===== src/rtl/rdo_pkg.sv =====
// Shared types for the byte readout port.
// Assumes: nothing beyond IEEE 1800-2017.
package rdo_pkg;

    // Readout sequencer states.
    typedef enum logic [1:0] {
        RD_IDLE   = 2'd0,  // between blocks, end-of-block flag high
        RD_STROBE = 2'd1,  // strobe low, byte on bus
        RD_WAIT   = 2'd2   // strobe done, waiting for next request
    } rd_state_t;

endpackage


===== src/rtl/rdo_req_sync.sv =====
// Synchronizes the controller's asynchronous request line into the clock
// domain and emits a one-cycle pulse on each rising edge.
// Assumes: STAGES >= 2; the request stays high for longer than STAGES+1 clocks.
module rdo_req_sync #(
    parameter int STAGES = 2
) (
    input  logic clk,
    input  logic rst_n,
    input  logic req_async,
    output logic req_rise
);

    logic [STAGES-1:0] sync_q;
    logic              last_q;

    // Flop chain: stage 0 samples the raw line, each later stage the previous one.
    for (genvar g = 0; g < STAGES; g++) begin : g_stage
        if (g == 0) begin : g_first
            always_ff @(posedge clk) begin
                if (!rst_n) sync_q[0] <= 1'b0;
                else        sync_q[0] <= req_async;
            end
        end else begin : g_next
            always_ff @(posedge clk) begin
                if (!rst_n) sync_q[g] <= 1'b0;
                else        sync_q[g] <= sync_q[g-1];
            end
        end
    end

    // Delay of the synchronized level, used for edge detection.
    always_ff @(posedge clk) begin
        if (!rst_n) last_q <= 1'b0;
        else        last_q <= sync_q[STAGES-1];
    end

    assign req_rise = sync_q[STAGES-1] & ~last_q;

endmodule


===== src/rtl/rdo_block_fill.sv =====
// Collects upstream bytes into blocks of BYTES. It locks onto the first byte
// marked as a header start, and every later marker restarts the fill at index 0.
// It gives a one-cycle load pulse the clock after a block completes; the
// block contents stay valid during that pulse.
// Assumes: BYTES >= 2; enable low clears the lock and the fill position.
module rdo_block_fill #(
    parameter int BYTES = 16,
    parameter int DW    = 8
) (
    input  logic              clk,
    input  logic              rst_n,
    input  logic              enable,
    input  logic [DW-1:0]     src_data,
    input  logic              src_valid,
    input  logic              src_hdr,
    output logic [BYTES*DW-1:0] blk_flat,
    output logic              blk_load
);

    localparam int IW = $clog2(BYTES);

    logic [DW-1:0] fill_q [BYTES];
    logic          locked_q;
    logic [IW-1:0] wr_idx_q;
    logic          take;

    assign take = enable && src_valid && (src_hdr || locked_q);

    // Lock, fill position and completion pulse.
    always_ff @(posedge clk) begin
        if (!rst_n) begin
            locked_q <= 1'b0;
            wr_idx_q <= '0;
            blk_load <= 1'b0;
        end else begin
            blk_load <= 1'b0;
            if (!enable) begin
                locked_q <= 1'b0;
                wr_idx_q <= '0;
            end else if (src_valid) begin
                if (src_hdr) begin
                    locked_q <= 1'b1;
                    wr_idx_q <= IW'(1);
                end else if (locked_q) begin
                    if (wr_idx_q == IW'(BYTES - 1)) begin
                        wr_idx_q <= '0;
                        blk_load <= 1'b1;
                    end else begin
                        wr_idx_q <= wr_idx_q + IW'(1);
                    end
                end
            end
        end
    end

    // Byte storage; a marker byte always lands at index 0.
    always_ff @(posedge clk) begin
        if (take) fill_q[src_hdr ? IW'(0) : wr_idx_q] <= src_data;
    end

    for (genvar g = 0; g < BYTES; g++) begin : g_flat
        assign blk_flat[g*DW +: DW] = fill_q[g];
    end

endmodule


===== src/rtl/rdo_readout_fsm.sv =====
// Holds one complete block and serves it to the controller with one byte per
// request edge. Each byte is followed by a low strobe of STROBE_CYCLES clocks.
// The request after the last byte closes the block. A new block that arrives
// while the buffer is still occupied replaces it and sets the sticky overrun flag.
// Assumes: blk_flat is stable during blk_load; request edges that arrive
// while the strobe is low are ignored.
module rdo_readout_fsm
    import rdo_pkg::*;
#(
    parameter int BYTES         = 16,
    parameter int DW            = 8,
    parameter int STROBE_CYCLES = 4
) (
    input  logic                clk,
    input  logic                rst_n,
    input  logic                enable,
    input  logic                req_rise,
    input  logic                blk_load,
    input  logic [BYTES*DW-1:0] blk_flat,
    output logic [DW-1:0]       rd_data_q,
    output logic                strobe_n_q,
    output logic                blk_end,
    output logic                overrun_q
);

    localparam int AW = $clog2(BYTES);
    localparam int IW = $clog2(BYTES + 1);
    localparam int CW = (STROBE_CYCLES > 1) ? $clog2(STROBE_CYCLES) : 1;

    rd_state_t     state_q;
    logic [DW-1:0] buf_q [BYTES];
    logic          full_q;
    logic          pend_q;
    logic [IW-1:0] idx_q;
    logic [CW-1:0] scnt_q;
    logic          last_req;
    logic          overrun_evt;
    logic          start_ok;

    assign last_req    = (state_q == RD_WAIT) && req_rise && (idx_q == IW'(BYTES));
    assign overrun_evt = blk_load && full_q && !last_req;
    assign start_ok    = full_q && (req_rise || pend_q);
    assign blk_end     = (state_q == RD_IDLE);

    // Block buffer: takes a complete block from the fill stage.
    always_ff @(posedge clk) begin
        if (enable && blk_load) begin
            for (int i = 0; i < BYTES; i++) buf_q[i] <= blk_flat[i*DW +: DW];
        end
    end

    // Sticky overrun flag.
    always_ff @(posedge clk) begin
        if (!rst_n)           overrun_q <= 1'b0;
        else if (enable && overrun_evt) overrun_q <= 1'b1;
    end

    // Handshake sequencer.
    always_ff @(posedge clk) begin
        if (!rst_n || !enable) begin
            state_q    <= RD_IDLE;
            full_q     <= 1'b0;
            pend_q     <= 1'b0;
            idx_q      <= '0;
            scnt_q     <= '0;
            strobe_n_q <= 1'b1;
            rd_data_q  <= '0;
        end else if (blk_load) begin
            state_q    <= RD_IDLE;
            full_q     <= 1'b1;
            idx_q      <= '0;
            strobe_n_q <= 1'b1;
            pend_q     <= (state_q == RD_IDLE) && !full_q && (pend_q || req_rise);
        end else begin
            case (state_q)
                RD_IDLE: begin
                    if (start_ok) begin
                        rd_data_q  <= buf_q[0];
                        strobe_n_q <= 1'b0;
                        scnt_q     <= CW'(STROBE_CYCLES - 1);
                        idx_q      <= IW'(1);
                        pend_q     <= 1'b0;
                        state_q    <= RD_STROBE;
                    end else if (req_rise) begin
                        pend_q <= 1'b1;
                    end
                end
                RD_STROBE: begin
                    if (scnt_q == '0) begin
                        strobe_n_q <= 1'b1;
                        state_q    <= RD_WAIT;
                    end else begin
                        scnt_q <= scnt_q - CW'(1);
                    end
                end
                RD_WAIT: begin
                    if (last_req) begin
                        full_q  <= 1'b0;
                        idx_q   <= '0;
                        state_q <= RD_IDLE;
                    end else if (req_rise) begin
                        rd_data_q  <= buf_q[idx_q[AW-1:0]];
                        strobe_n_q <= 1'b0;
                        scnt_q     <= CW'(STROBE_CYCLES - 1);
                        idx_q      <= idx_q + IW'(1);
                        state_q    <= RD_STROBE;
                    end
                end
                default: state_q <= RD_IDLE;
            endcase
        end
    end

endmodule


===== src/rtl/byte_readout_port.sv =====
// Top level of the handshaked byte readout port: request synchronizer,
// block fill stage and readout sequencer. While mode_en is low the bus is
// released: data is forced to 0, the strobe is held high and bus_oe is low.
// Assumes: synchronous active-low reset; ctl_req may be asynchronous.
module byte_readout_port #(
    parameter int BLOCK_BYTES   = 16,
    parameter int DATA_W        = 8,
    parameter int STROBE_CYCLES = 4,
    parameter int SYNC_STAGES   = 2
) (
    input  logic              clk,
    input  logic              rst_n,
    input  logic              mode_en,
    input  logic [DATA_W-1:0] src_data,
    input  logic              src_valid,
    input  logic              src_hdr,
    input  logic              ctl_req,
    output logic [DATA_W-1:0] rd_data,
    output logic              rd_strobe_n,
    output logic              blk_end,
    output logic              overrun,
    output logic              bus_oe
);

    logic                        req_rise;
    logic [BLOCK_BYTES*DATA_W-1:0] blk_flat;
    logic                        blk_load;
    logic [DATA_W-1:0]           data_q;
    logic                        strobe_q;

    rdo_req_sync #(.STAGES(SYNC_STAGES)) u_sync (
        .clk       (clk),
        .rst_n     (rst_n),
        .req_async (ctl_req),
        .req_rise  (req_rise)
    );

    rdo_block_fill #(.BYTES(BLOCK_BYTES), .DW(DATA_W)) u_fill (
        .clk       (clk),
        .rst_n     (rst_n),
        .enable    (mode_en),
        .src_data  (src_data),
        .src_valid (src_valid),
        .src_hdr   (src_hdr),
        .blk_flat  (blk_flat),
        .blk_load  (blk_load)
    );

    rdo_readout_fsm #(
        .BYTES(BLOCK_BYTES), .DW(DATA_W), .STROBE_CYCLES(STROBE_CYCLES)
    ) u_read (
        .clk        (clk),
        .rst_n      (rst_n),
        .enable     (mode_en),
        .req_rise   (req_rise),
        .blk_load   (blk_load),
        .blk_flat   (blk_flat),
        .rd_data_q  (data_q),
        .strobe_n_q (strobe_q),
        .blk_end    (blk_end),
        .overrun_q  (overrun)
    );

    // Bus release while the port is disabled.
    assign rd_data     = mode_en ? data_q : '0;
    assign rd_strobe_n = mode_en ? strobe_q : 1'b1;
    assign bus_oe      = mode_en;

endmodule


===== config.mk =====
export PLATFORM = sky130hd
export DESIGN_NAME = byte_readout_port
export DESIGN_NICKNAME = d
export VERILOG_FILES = /design/src/rtl/rdo_pkg.sv /design/src/rtl/rdo_req_sync.sv /design/src/rtl/rdo_block_fill.sv /design/src/rtl/rdo_readout_fsm.sv /design/src/rtl/byte_readout_port.sv
export SDC_FILE = /design/constraint.sdc
export NUM_CORES = 1
export LEC_CHECK = 0
export BUFFER_PORTS_ARGS = -buffer_cell sky130_fd_sc_hd__buf_2
export CORE_MARGIN = 2
export CORE_UTILIZATION = 59
export DETAILED_ROUTE_END_ITERATION = 10
export PLACE_DENSITY = 0.74
export SETUP_SLACK_MARGIN = 0.15
export SYNTH_ARGS = -nofsm -noshare
export SYNTH_HDL_FRONTEND = slang
export SYNTH_SLANG_ARGS = --single-unit

===== constraint.sdc =====
create_clock -name clk -period 4.43 [get_ports clk]
set_input_delay 0.443 -clock clk [delete_from_list [all_inputs] [get_ports clk]]
set_output_delay 0.443 -clock clk [all_outputs]
set_load 0.03 [all_outputs]

Yosys cells after proc, flatten, opt, wreduce, memory -nomap -nowiden. Memory sizes are Yosys's and may differ from the RTL's. A register that Yosys moved wholly into a read port is not among the register bits. Cells that the tools add are included.

Add/subtract/negate cells: 3. Equal/unequal tests: 10. Mux-type cells: 43. Bitwise operators: 7. Reductions and logical operators: 39.

Operator list (count): 2-to-1 mux 8 bit (4); 2-to-1 mux 4 bit (6); 2-to-1 mux 1 bit (17); 2-to-1 mux 2 bit (8); one-hot mux 8 bit (2 select lines) (1); 2-to-1 mux 5 bit (3); one-hot mux 2 bit (3 select lines) (2); logical AND 1 bit (11); one-hot mux 5 bit (2 select lines) (1); AND reduction 2 bit (5); AND reduction 5 bit (2); nonzero test 2 bit (5); inequality test 2 x 1 -> 1 bit (second input constant) (3); inverter 1 bit (6); AND reduction 3 bit (2); AND reduction 6 bit (1); nonzero test 3 bit (2); adder 5 x 1 -> 5 bit (second input constant) (1); equality test 5 bit (second input constant) (1); OR reduction 5 bit (1); adder 4 x 1 -> 4 bit (second input constant) (1); equality test 4 bit (second input constant) (1); logical NOT 1 bit (4); logical NOT 2 bit (2); other kinds (9) (12).

Flip-flop bits (word level): 30. Memory bits (writable): 256. Input port bits: 14. Output and inout bits: 12. Logic and storage cells: 118. Memories: 2.

Memory list: u_fill.fill_q (words 16, width 8, rd ports 16, clocked after Yosys merged registers in 0, wr ports 1, RTL line rdo_block_fill.sv:22) `logic [DW-1:0] fill_q [BYTES];`; u_read.buf_q (words 16, width 8, rd ports 2, clocked after Yosys merged registers in 1, wr ports 16, RTL line rdo_readout_fsm.sv:31) `logic [DW-1:0] buf_q [BYTES];`.

Depth between registers and ports, before layout.
Depth after elaboration: 8. Gate-level depth with buffers: 8. Gate-level depth less buffers: 7.

Hierarchy. From an unflattened synthesis, not the netlist that was laid out.

Cells, all modules: 557. Area, all modules: 10458.8 µm².

By module, submodules not included: rdo_readout_fsm (instances 1, cells each 348, area an instance 6030.8 µm², seq. area each 4344.2 µm²); rdo_block_fill (instances 1, cells each 192, area an instance 4271.6 µm², seq. area each 3963.8 µm²); rdo_req_sync (instances 1, cells each 7, area an instance 92.6 µm², seq. area each 60.1 µm²); byte_readout_port (instances 1, cells each 10, area an instance 63.8 µm², seq. area each 0.0 µm²).

Least setup slack after synthesis. No wires, ideal clock.

Path type: reg-to-reg. Start: register u_fill.blk_load. End: register u_read.overrun_q. Library setup time: 0.075 ns. Arrival: 3.873 ns. Required time: 4.355 ns. Setup slack: 0.482 ns. Stages on the path, launching flop included: 4. Buffers on the path: 0. Clock period less this slack: 3.948 ns. Cells stage by stage: dfxtp_1 -> and2_1 -> a31oi_1 -> nor2b_1.

Cells in the longest elaborated chain, start to end: 3.

RTL lines: start, declared (RTL line rdo_block_fill.sv:17) `output logic blk_load`; start signal, assigned (RTL line rdo_block_fill.sv:34) `blk_load <= 1'b0;`; start signal, assigned (RTL line rdo_block_fill.sv:36) `blk_load <= 1'b0;`; start signal, assigned (RTL line rdo_block_fill.sv:47) `blk_load <= 1'b1;`; logical AND 1 bit (2 in a row) (RTL line rdo_readout_fsm.sv:41) `assign overrun_evt = blk_load && full_q && !last_req;`; logical AND 1 bit (RTL line rdo_readout_fsm.sv:55) `else if (enable && overrun_evt) overrun_q <= 1'b1;`; end signal, assigned (RTL line rdo_readout_fsm.sv:54) `if (!rst_n) overrun_q <= 1'b0;`; end signal, assigned (RTL line rdo_readout_fsm.sv:55); end, declared (RTL line rdo_readout_fsm.sv:23) `output logic overrun_q`.

Every way passes these cells. A chain may end at the register's enable or synchronous reset.

==> impl_metrics.env <==
export IMPL_layout_commonest_cell="edfxtp_1"
export IMPL_grtUsageTotal_pct=21.68
export IMPL_antenna_found_initial=0
export IMPL_htreeDepth=1
export IMPL_fmax_ghz=0.4022
export IMPL_cts_sinks=290
export IMPL_place_congestion=0.8925
export IMPL_area_growth_pct=11.04
export IMPL_rrSetupSlack_ns=1.94
export IMPL_crit_path_end_kind="flip-flop"
export IMPL_status="finished clean"
export IMPL_synth_nets=566
export IMPL_grt_first_pass_wirelength_mm=29.30
export IMPL_place_ws_ns=1.905
export IMPL_reg2regPathDepth=6
export IMPL_worst_hold_slack_ns=0.1256
export IMPL_clock_latency_ns=0.54
export IMPL_cpMaxStageDelayCell="dfxtp_2"
export IMPL_first_pass_iters=5
export IMPL_power_static_leakage_nw=3.594
export IMPL_drt_initial_drc_count=578
export IMPL_netlist_area_sq_um=10380
export IMPL_endpoint="u_read.rd_data_q[2]"
export IMPL_die_w_um=136.6
export IMPL_synth_edf_count=256
export IMPL_hp_class="primary input to flip-flop"
export IMPL_slew_headroom_pct=20.47
export IMPL_syn_inst=548
export IMPL_async_flop_share_pct=0
export IMPL_rsz0062_at_grt="false"
export IMPL_yosys_warnings=0
export IMPL_post_cts_setup_buffers=0
export IMPL_tightest_slew_ns=1.190
export IMPL_synth_cell_types=42
export IMPL_ant_nets=0
export IMPL_via_per_inst=6.036
export IMPL_avgSynthCellArea_sq_um=18.94
export IMPL_timing_final_ws_setup_ns=1.944
export IMPL_clk_path_buf_depth=3
export IMPL_max_cap_violations=0
export IMPL_first_global_vias=5006
export IMPL_r2r_end="u_read.rd_data_q[2]"
export IMPL_slew_viol_final=0
export IMPL_cp_max_fo=24
export IMPL_yosysSeqAreaShare_pct=80.63
export IMPL_cts_inserted_buffers=28
export IMPL_post_drt_wl_per_cell_um=23.36
export IMPL_hold_violations=0
export IMPL_fin_tns_setup_ns=0
export IMPL_start_util_pct=60.21
export IMPL_io_pins=26
export IMPL_clock_skew_ns=0.01470
export IMPL_cts_tree="yes"
export IMPL_setup_viol=0
export IMPL_via_count=5010
export IMPL_antenna_cells=0
export IMPL_nNetsFinal=604
export IMPL_finalCritPeriodShare_pct=56.13
export IMPL_max_vdd_ir_drop_mv=0.3245
export IMPL_wl_mm=19.39
export IMPL_dieArea_sq_um=18670
export IMPL_cp_arrival_ns=2.88
export IMPL_dpl_hpwl_mm=11.90
export IMPL_drcViolationCount=0
export IMPL_synth_seq_cells=290
export IMPL_rows=48
export IMPL_clock_root_buffer="clkbuf_16"
export IMPL_critPathKind="flip-flop to flip-flop"
export IMPL_min_period_ns=2.486
export IMPL_placed_cell_area_sq_um=10690
export IMPL_grt_max_degree=80
export IMPL_startpoint_type="flip-flop"
export IMPL_power_mw=5.157
export IMPL_port_buffers=25
export IMPL_synthFlopType="edfxtp_1"
export IMPL_ctsHoldBuffers=0
export IMPL_core_sq_um=17240
export IMPL_pwr_density_cell_nw_per_um2=447.4
export IMPL_cp_cell_sequence="buf_4 > mux4_2 > nor2b_1 > o21ai_1 > o211ai_1 > a21oi_1"
export IMPL_slowest_delay_ns=0.91
export IMPL_cts_resized=0
export IMPL_drive_above_1_share_pct=16.20
export IMPL_clk_pin_slew_worst_paths_ns=0.06
export IMPL_fp_dieH_um=136.6
export IMPL_required_ns=4.82
export IMPL_final_area_sq_um=11520
export IMPL_final_cell_mix="edfxtp_1, nor2_1, dfxtp_1, clkbuf_16, buf_2"
export IMPL_grt_ovfl_total=0
==> flip-flops by register name, summed over array words and instances, names as in the netlist, 2 cells and up, named ones only <==
register / cells
u_read.state_q: 2
u_fill.fill_q: 128
u_read.buf_q: 128
u_fill.wr_idx_q: 4
u_read.idx_q: 5
u_read.rd_data_q: 8
u_read.scnt_q: 2
u_sync.sync_q: 2
==> worst max-delay path: cells and delay by family, from the launching register on <==
family / cells / cell delay, ns
DFF: 1 / 0.91
muxes: 1 / 0.56
buffers and inverters: 1 / 0.44
AOI/OAI and AO/OA: 3 / 0.28
and+or+nand+nor: 1 / 0.13
==> how the worst min path moves through the flow <==
stage                               startpoint                  end  slack (ns)  depth (start not counted)
after floorplan            u_fill.fill_q[0][0]   u_read.buf_q[0][0]        0.40                          0
after global placement    u_fill.fill_q[11][6]  u_read.buf_q[11][6]        0.40                          0
after detailed placement   u_fill.fill_q[0][5]   u_read.buf_q[0][5]        0.40                          0
after CTS                              ctl_req     u_sync.sync_q[0]        0.11                          2
after global routing                   ctl_req     u_sync.sync_q[0]        0.11                          2
final                                  ctl_req     u_sync.sync_q[0]        0.13                          2
==> cells by family after synthesis <==
group,Yosys count,synth area share (%)
DFF,290,80.63
and+or+nand+nor,113,5.642
AOI/OAI and AO/OA,69,4.666
muxes,41,6.847
buffers and inverters,28,1.483
adders and majority gates,4,0.4822
xor gates and xnor gates,3,0.2532
==> per-stage QoR <==
| step | cells | utilization [%] |
|---|---|---|
| finish | 830 | 66.86 |
| global route | 830 | 66.86 |
| CTS | 830 | 66.86 |
| detailed placement | 781 | 62.03 |
| global placement | 781 | 62.03 |
| floorplan | 548 | - |
==> where the power goes <==
group          switching, mW  internal, mW  total (mW)
Combinational         0.0392       0.00919      0.0484
Sequential           0.00230          2.95        2.96
Clock                  0.939          1.21        2.15
==> routing by layer <==
metal / GRT usage (%) / wire length [um] / share of wire (%) / up-vias
li1: - / - / - / 2226
met1: 30.49 / 7868 / 41 / 2515
met2: 34.17 / 9259 / 48 / 225
met3: 5.185 / 1744 / 9.0 / 44
met4: 6.713 / 513 / 2.6 / 0
met5: 0 / 0 / 0 / -
==> Yosys cell counts (3+ instances only) <==
cell / instances / area share [%]
inv_1: 7 / 0.25
o21ai_1: 8 / 0.39
dfxtp_1: 34 / 6.6
buf_6: 3 / 0.33
xor2_1: 3 / 0.25
and2_1: 13 / 0.78
nand3_1: 5 / 0.24
nor2_1: 38 / 1.4
buf_1: 4 / 0.14
ha_1: 4 / 0.48
o21ai_0: 7 / 0.34
mux4_2: 24 / 5.2
nor2b_1: 16 / 0.96
clkbuf_1: 9 / 0.33
a221oi_1: 8 / 0.68
o211ai_1: 10 / 0.72
nand2_1: 20 / 0.72
mux2i_1: 17 / 1.6
nand2b_1: 7 / 0.42
a221o_1: 9 / 0.87
nand4_1: 4 / 0.24
a21oi_1: 17 / 0.82
edfxtp_1: 256 / 74
==> cell type report <==
cell class	count	area, sq um
sequential	290	8369
fill	1102	5712
multi-input combinational	230	1859
clock buffer	33	719.4
tap	225	281.5
timing repair buffer	29	155.1
clock inverter	16	113.9
inverter	7	26.28
No activity file was read; power rests on OpenSTA's default activity.
